--- config.mk ---
export PLATFORM = sky130hd
export DESIGN_NAME = osc_cal_seq
export DESIGN_NICKNAME = d
export VERILOG_FILES = /design/src/rtl/osc_pkg.sv /design/src/rtl/osc_cal_timer.sv /design/src/rtl/osc_corr_accum.sv /design/src/rtl/osc_dac_sum.sv /design/src/rtl/osc_cal_seq.sv
export SDC_FILE = /design/constraint.sdc
export NUM_CORES = 1
export LEC_CHECK = 0
export BUFFER_PORTS_ARGS = -buffer_cell sky130_fd_sc_hd__buf_2
export CAP_MARGIN = 0
export CORE_ASPECT_RATIO = 1.5
export CORE_MARGIN = 2
export CORE_UTILIZATION = 59
export DETAILED_ROUTE_END_ITERATION = 10
export GPL_ROUTABILITY_DRIVEN = 0
export PLACE_DENSITY = 0.81
export SYNTH_ARGS = -nofsm -noshare
export SYNTH_HDL_FRONTEND = slang
export SYNTH_HIERARCHICAL = 1
export SYNTH_SLANG_ARGS = --single-unit
--- constraint.sdc ---
create_clock -name clk -period 3.47 [get_ports clk]
set_clock_uncertainty 0.1 [all_clocks]
set_input_delay 0.5205 -clock clk [delete_from_list [all_inputs] [get_ports clk]]
set_output_delay 0.5205 -clock clk [all_outputs]
set_load 0.005 [all_outputs]
--- src/rtl/osc_pkg.sv ---
`timescale 1ns/1ps
package osc_pkg;
  // Sequencer phases
  typedef enum logic [1:0] {
    ST_ARMED = 2'd0,
    ST_RUN   = 2'd1,
    ST_HOLD  = 2'd2
  } cal_state_e;

  // Direction of one correction step
  typedef enum logic [1:0] {
    STEP_HOLD = 2'd0,
    STEP_UP   = 2'd1,
    STEP_DOWN = 2'd2
  } step_e;
endpackage

--- src/rtl/osc_cal_timer.sv ---
`timescale 1ns/1ps
module osc_cal_timer
  import osc_pkg::*;
#(
  parameter int CAL_CYCLES = 40000
) (
  input  logic clk,
  input  logic rst_n,
  input  logic rst_mode,
  output logic cal_busy,
  output logic cal_done,
  output logic cal_start,
  output logic cal_abort,
  output logic cal_last
);
  localparam int CNT_W = (CAL_CYCLES > 1) ? $clog2(CAL_CYCLES) : 1;
  localparam logic [CNT_W-1:0] LAST_CNT = CNT_W'(CAL_CYCLES - 1);

  cal_state_e        state_q, state_d;
  logic [CNT_W-1:0]  cnt_q, cnt_d;
  logic              done_q;

  // Named events for the checker
  assign cal_start = (state_q == ST_ARMED) && !rst_mode;
  assign cal_abort = (state_q != ST_ARMED) && rst_mode;
  assign cal_last  = (state_q == ST_RUN) && !rst_mode && (cnt_q == LAST_CNT);

  always_comb begin
    state_d = state_q;
    cnt_d   = cnt_q;
    unique case (state_q)
      ST_ARMED: begin
        if (!rst_mode) begin
          state_d = ST_RUN;
          cnt_d   = '0;
        end
      end
      ST_RUN: begin
        if (rst_mode)            state_d = ST_ARMED;
        else if (cnt_q == LAST_CNT) state_d = ST_HOLD;
        else                     cnt_d   = cnt_q + 1'b1;
      end
      ST_HOLD: begin
        if (rst_mode) state_d = ST_ARMED;
      end
      default: state_d = ST_ARMED;
    endcase
  end

  always_ff @(posedge clk or negedge rst_n) begin
    if (!rst_n) begin
      state_q <= ST_ARMED;
      cnt_q   <= '0;
      done_q  <= 1'b0;
    end else begin
      state_q <= state_d;
      cnt_q   <= cnt_d;
      done_q  <= cal_last;
    end
  end

  assign cal_busy = (state_q == ST_RUN);
  assign cal_done = done_q;
endmodule

--- src/rtl/osc_corr_accum.sv ---
`timescale 1ns/1ps
module osc_corr_accum
  import osc_pkg::*;
#(
  parameter int ADC_W  = 10,
  parameter int CORR_W = 8
) (
  input  logic                     clk,
  input  logic                     rst_n,
  input  logic                     clear,
  input  logic                     enable,
  input  logic [ADC_W-1:0]         adc_sample,
  input  logic [ADC_W-1:0]         target,
  output logic signed [CORR_W-1:0] corr_q
);
  localparam logic signed [CORR_W-1:0] CORR_MAX = {1'b0, {(CORR_W-1){1'b1}}};
  localparam logic signed [CORR_W-1:0] CORR_MIN = {1'b1, {(CORR_W-1){1'b0}}};
  localparam logic signed [CORR_W-1:0] ONE      = CORR_W'(1);

  function automatic step_e pick_step(input logic [ADC_W-1:0] s,
                                      input logic [ADC_W-1:0] t);
    if (s < t)      return STEP_UP;
    else if (s > t) return STEP_DOWN;
    else            return STEP_HOLD;
  endfunction

  function automatic logic signed [CORR_W-1:0] apply_step(
      input logic signed [CORR_W-1:0] c, input step_e d);
    if (d == STEP_UP && c != CORR_MAX)   return c + ONE;
    if (d == STEP_DOWN && c != CORR_MIN) return c - ONE;
    return c;
  endfunction

  step_e step_dir;
  assign step_dir = pick_step(adc_sample, target);

  always_ff @(posedge clk or negedge rst_n) begin
    if (!rst_n)      corr_q <= '0;
    else if (clear)  corr_q <= '0;
    else if (enable) corr_q <= apply_step(corr_q, step_dir);
  end
endmodule

--- src/rtl/osc_dac_sum.sv ---
`timescale 1ns/1ps
module osc_dac_sum #(
  parameter int CORR_W   = 8,
  parameter int CLAMP_W  = 7,
  parameter int DAC_W    = 10,
  parameter int CLAMP_LO = 14,
  parameter int CLAMP_HI = 76
) (
  input  logic signed [CORR_W-1:0] corr,
  input  logic [CLAMP_W-1:0]       clamp_raw,
  output logic [CLAMP_W-1:0]       clamp_eff,
  output logic [DAC_W-1:0]         dac_code
);
  localparam int BASE_W = (CORR_W > DAC_W) ? CORR_W : DAC_W;
  localparam int SUM_W  = ((BASE_W > CLAMP_W) ? BASE_W : CLAMP_W) + 2;
  localparam logic [CLAMP_W-1:0]     LO_V      = CLAMP_W'(CLAMP_LO);
  localparam logic [CLAMP_W-1:0]     HI_V      = CLAMP_W'(CLAMP_HI);
  localparam logic signed [SUM_W-1:0] DAC_MAX_S = SUM_W'((1 << DAC_W) - 1);

  function automatic logic [CLAMP_W-1:0] limit_clamp(input logic [CLAMP_W-1:0] r);
    if (r < LO_V) return LO_V;
    if (r > HI_V) return HI_V;
    return r;
  endfunction

  function automatic logic [DAC_W-1:0] sat_dac(input logic signed [SUM_W-1:0] s);
    if (s < 0)         return '0;
    if (s > DAC_MAX_S) return {DAC_W{1'b1}};
    return s[DAC_W-1:0];
  endfunction

  logic signed [SUM_W-1:0] corr_x, clamp_x, sum;

  assign clamp_eff = limit_clamp(clamp_raw);
  assign corr_x    = {{(SUM_W-CORR_W){corr[CORR_W-1]}}, corr};
  assign clamp_x   = {{(SUM_W-CLAMP_W){1'b0}}, clamp_eff};
  assign sum       = corr_x + clamp_x;
  assign dac_code  = sat_dac(sum);
endmodule

--- src/rtl/osc_cal_seq.sv ---
`timescale 1ns/1ps
module osc_cal_seq
  import osc_pkg::*;
#(
  parameter int CAL_CYCLES = 40000,
  parameter int ADC_W      = 10,
  parameter int CORR_W     = 8,
  parameter int CLAMP_W    = 7,
  parameter int DAC_W      = 10,
  parameter int CLAMP_LO   = 14,
  parameter int CLAMP_HI   = 76
) (
  input  logic               clk,
  input  logic               rst_n,
  input  logic               rst_mode,
  input  logic [ADC_W-1:0]   adc_sample,
  input  logic [CLAMP_W-1:0] clamp_code,
  output logic [DAC_W-1:0]   dac_code,
  output logic               cal_busy,
  output logic               cal_done
);
  logic                     cal_start, cal_abort, cal_last;
  logic signed [CORR_W-1:0] corr_q;
  logic [CLAMP_W-1:0]       clamp_eff;
  logic [ADC_W-1:0]         target;

  assign target = ADC_W'(clamp_eff);

  osc_cal_timer #(.CAL_CYCLES(CAL_CYCLES)) u_timer (
    .clk      (clk),
    .rst_n    (rst_n),
    .rst_mode (rst_mode),
    .cal_busy (cal_busy),
    .cal_done (cal_done),
    .cal_start(cal_start),
    .cal_abort(cal_abort),
    .cal_last (cal_last)
  );

  osc_corr_accum #(.ADC_W(ADC_W), .CORR_W(CORR_W)) u_accum (
    .clk       (clk),
    .rst_n     (rst_n),
    .clear     (rst_mode),
    .enable    (cal_busy),
    .adc_sample(adc_sample),
    .target    (target),
    .corr_q    (corr_q)
  );

  osc_dac_sum #(
    .CORR_W(CORR_W), .CLAMP_W(CLAMP_W), .DAC_W(DAC_W),
    .CLAMP_LO(CLAMP_LO), .CLAMP_HI(CLAMP_HI)
  ) u_sum (
    .corr     (corr_q),
    .clamp_raw(clamp_code),
    .clamp_eff(clamp_eff),
    .dac_code (dac_code)
  );
endmodule

==> impl_metrics.env <==
export IMPL_hpwl_mm=4.390
export IMPL_r2r_end="u_accum/corr_q[3]"
export IMPL_viasPerCell=6.130
export IMPL_fin_nets=366
export IMPL_num_vias=2256
export IMPL_slowest_delay_ns=0.39
export IMPL_worst_pin_slew_ns=0.7456
export IMPL_cp_max_fo=3
export IMPL_syn_mean_instance_area_um2=8.501
export IMPL_clk_pin_slew_ns=0.08
export IMPL_peakVddDrop_uv=242.4
export IMPL_hp_class="in2async"
export IMPL_grt_max_degree=28
export IMPL_power_leakage_nw=1.311
export IMPL_clock_latency_ns=0.26
export IMPL_final_period_utilization_pct=93.90
export IMPL_grt_pass1_vias=2244
export IMPL_register_area_um2=675.6
export IMPL_p_per_area_nw_per_um2=352.0
export IMPL_drt_wirelength_per_cell_um=15.00
export IMPL_dieArea_um2=4814
export IMPL_syn_to_final_growth_pct=7.857
export IMPL_multi_input_area_um2=1704
export IMPL_top_level_ports=32
export IMPL_tns_ns=0
export IMPL_setup_viol=0
export IMPL_utilization_pct=65.04
export IMPL_reg2regPathDepth=6
export IMPL_io_buffers=29
export IMPL_final_cell_mix="buf_2, dfrtp_1, nor2_1, nand2_1, ha_1"
export IMPL_core_area_um2=4173
export IMPL_post_cts_buffers=0
export IMPL_max_freq_mhz=306.9
export IMPL_slowest_stage="fa_1"
export IMPL_clockBufferDepth=2
export IMPL_yosys_warnings=6
export IMPL_cts_tree="yes"
export IMPL_reg2reg_from="u_accum/corr_q[3]"
export IMPL_status="completed"
export IMPL_drtIter0Drc=110
export IMPL_worst_path_most_repeated_cell="buf_2"
export IMPL_drt_total_wl_mm=5.519
export IMPL_cts_resized=0
export IMPL_drv_slew=0
export IMPL_die_h_um=83.98
export IMPL_grt_ovfl_total=0
export IMPL_htreeDepth=1
export IMPL_antenna_cells=0
export IMPL_drive_above_1_share_pct=19.25
export IMPL_cap_violations=0
export IMPL_start_util_pct=60.30
export IMPL_finalCriticalPeriod_ns=3.258
export IMPL_synth_cells=296
export IMPL_drtPass1Iterations=4
export IMPL_final_common_cell="buf_2"
export IMPL_syn_area_um2=2516
export IMPL_cp_start_kind="input port"
export IMPL_root_buffer="clkbuf_8"
export IMPL_rows=29
export IMPL_antenna_found_initial=0
export IMPL_cp_data_arrival_time_ns=2.64
export IMPL_globalRouteTotalUtil_pct=24.44
export IMPL_crit_type="in2out"
export IMPL_holdBufCountCts=0
export IMPL_cts_sinks=27
export IMPL_die_w_um=57.32
export IMPL_end_kind="output port"
export IMPL_rrSetupSlack_ns=1.06
export IMPL_critical_path_cell_chain="buf_2, a211o_1, nand2_1, and3_1, ha_1, inv_1, fa_1, nand3b_2, a21oi_2, o21ai_1, mux2i_1, buf_2"
export IMPL_ant_nets=0
export IMPL_hold_viol_final=0
export IMPL_critPathRequiredTime_ns=2.85
export IMPL_cts_buffers=3
export IMPL_rsz0062_at_grt="false"
export IMPL_nFillCells=364
export IMPL_grt_pass1_wl_mm=9.487
export IMPL_slew_limit_headroom_pct=49.96
export IMPL_drcViolationCount=0
## critical path: cells and delay by family
kind	cells	cell delay, ns
simple gates	3	0.52
compound gates	3	0.57
fa+ha+maj	2	0.60
mux	1	0.13
buf+inv	3	0.30
## worst max path at each step
stage / cells after the start / startpoint / slack (ns) / endpoint
final: 12 / clamp_code[2] / 0.21 / dac_code[7]
after global routing: 12 / clamp_code[2] / 0.04 / dac_code[6]
after CTS: 12 / clamp_code[2] / 0.18 / dac_code[6]
after detailed placement: 11 / clamp_code[6] / 0.12 / u_accum/corr_q[3]
after global placement: 11 / clamp_code[6] / 0.18 / u_accum/corr_q[3]
after floorplan: 11 / clamp_code[4] / 0.46 / u_accum/corr_q[3]
## registers in the layout (all words and copies together), names as in the netlist
| signal | flops |
|---|---|
| u_timer/cal_done | 1 |
| u_timer/state_q | 2 |
| u_timer/cnt_q | 16 |
| u_accum/corr_q | 8 |
## metal layers
| layer | share of wire (%) | global-route usage [%] |
|---|---|---|
| met2 | 56 | 47.13 |
| met1 | 38 | 25.89 |
| met5 | 0 | 0 |
| met3 | 3.6 | 1.860 |
| met4 | 2.6 | 10.57 |
## final cells by class
class / count / share of cell area, %
multi-input cells: 240 / 62.79
flip-flops and latches: 27 / 24.90
inverters: 21 / 2.905
repair buffers: 30 / 5.625
well taps: 46 / 2.121
clock buffers: 4 / 1.660
## where the power goes
part | leakage, nW | internal (mW) | switching, mW | total (mW)
clock network | 0.0228 | 0.0820 | 0.0875 | 0.170
registers | 0.369 | 0.336 | 0.0432 | 0.379
logic | 0.919 | 0.189 | 0.218 | 0.406
total | 1.31 | 0.607 | 0.349 | 0.955
## metrics by stage
stage | power (mW) | area (um^2) | setup slack (ns) | hold slack [ns] | instances
6_report | 0.9554 | 2714 | 0.2117 | 0.1418 | 368
5_1_grt | 1.029 | 2714 | 0.03545 | 0.1979 | 368
4_1_cts | 0.9607 | 2710 | 0.1756 | 0.1590 | 368
3_5_place_dp | 0.7879 | 2665 | 0.1230 | 0.3984 | 364
3_3_place_gp | 0.7738 | 2665 | 0.1774 | 0.3910 | 364
2_1_floorplan | 0.6685 | 2527 | 0.4597 | 0.1249 | 299
No activity file was read; power rests on OpenSTA's default activity.
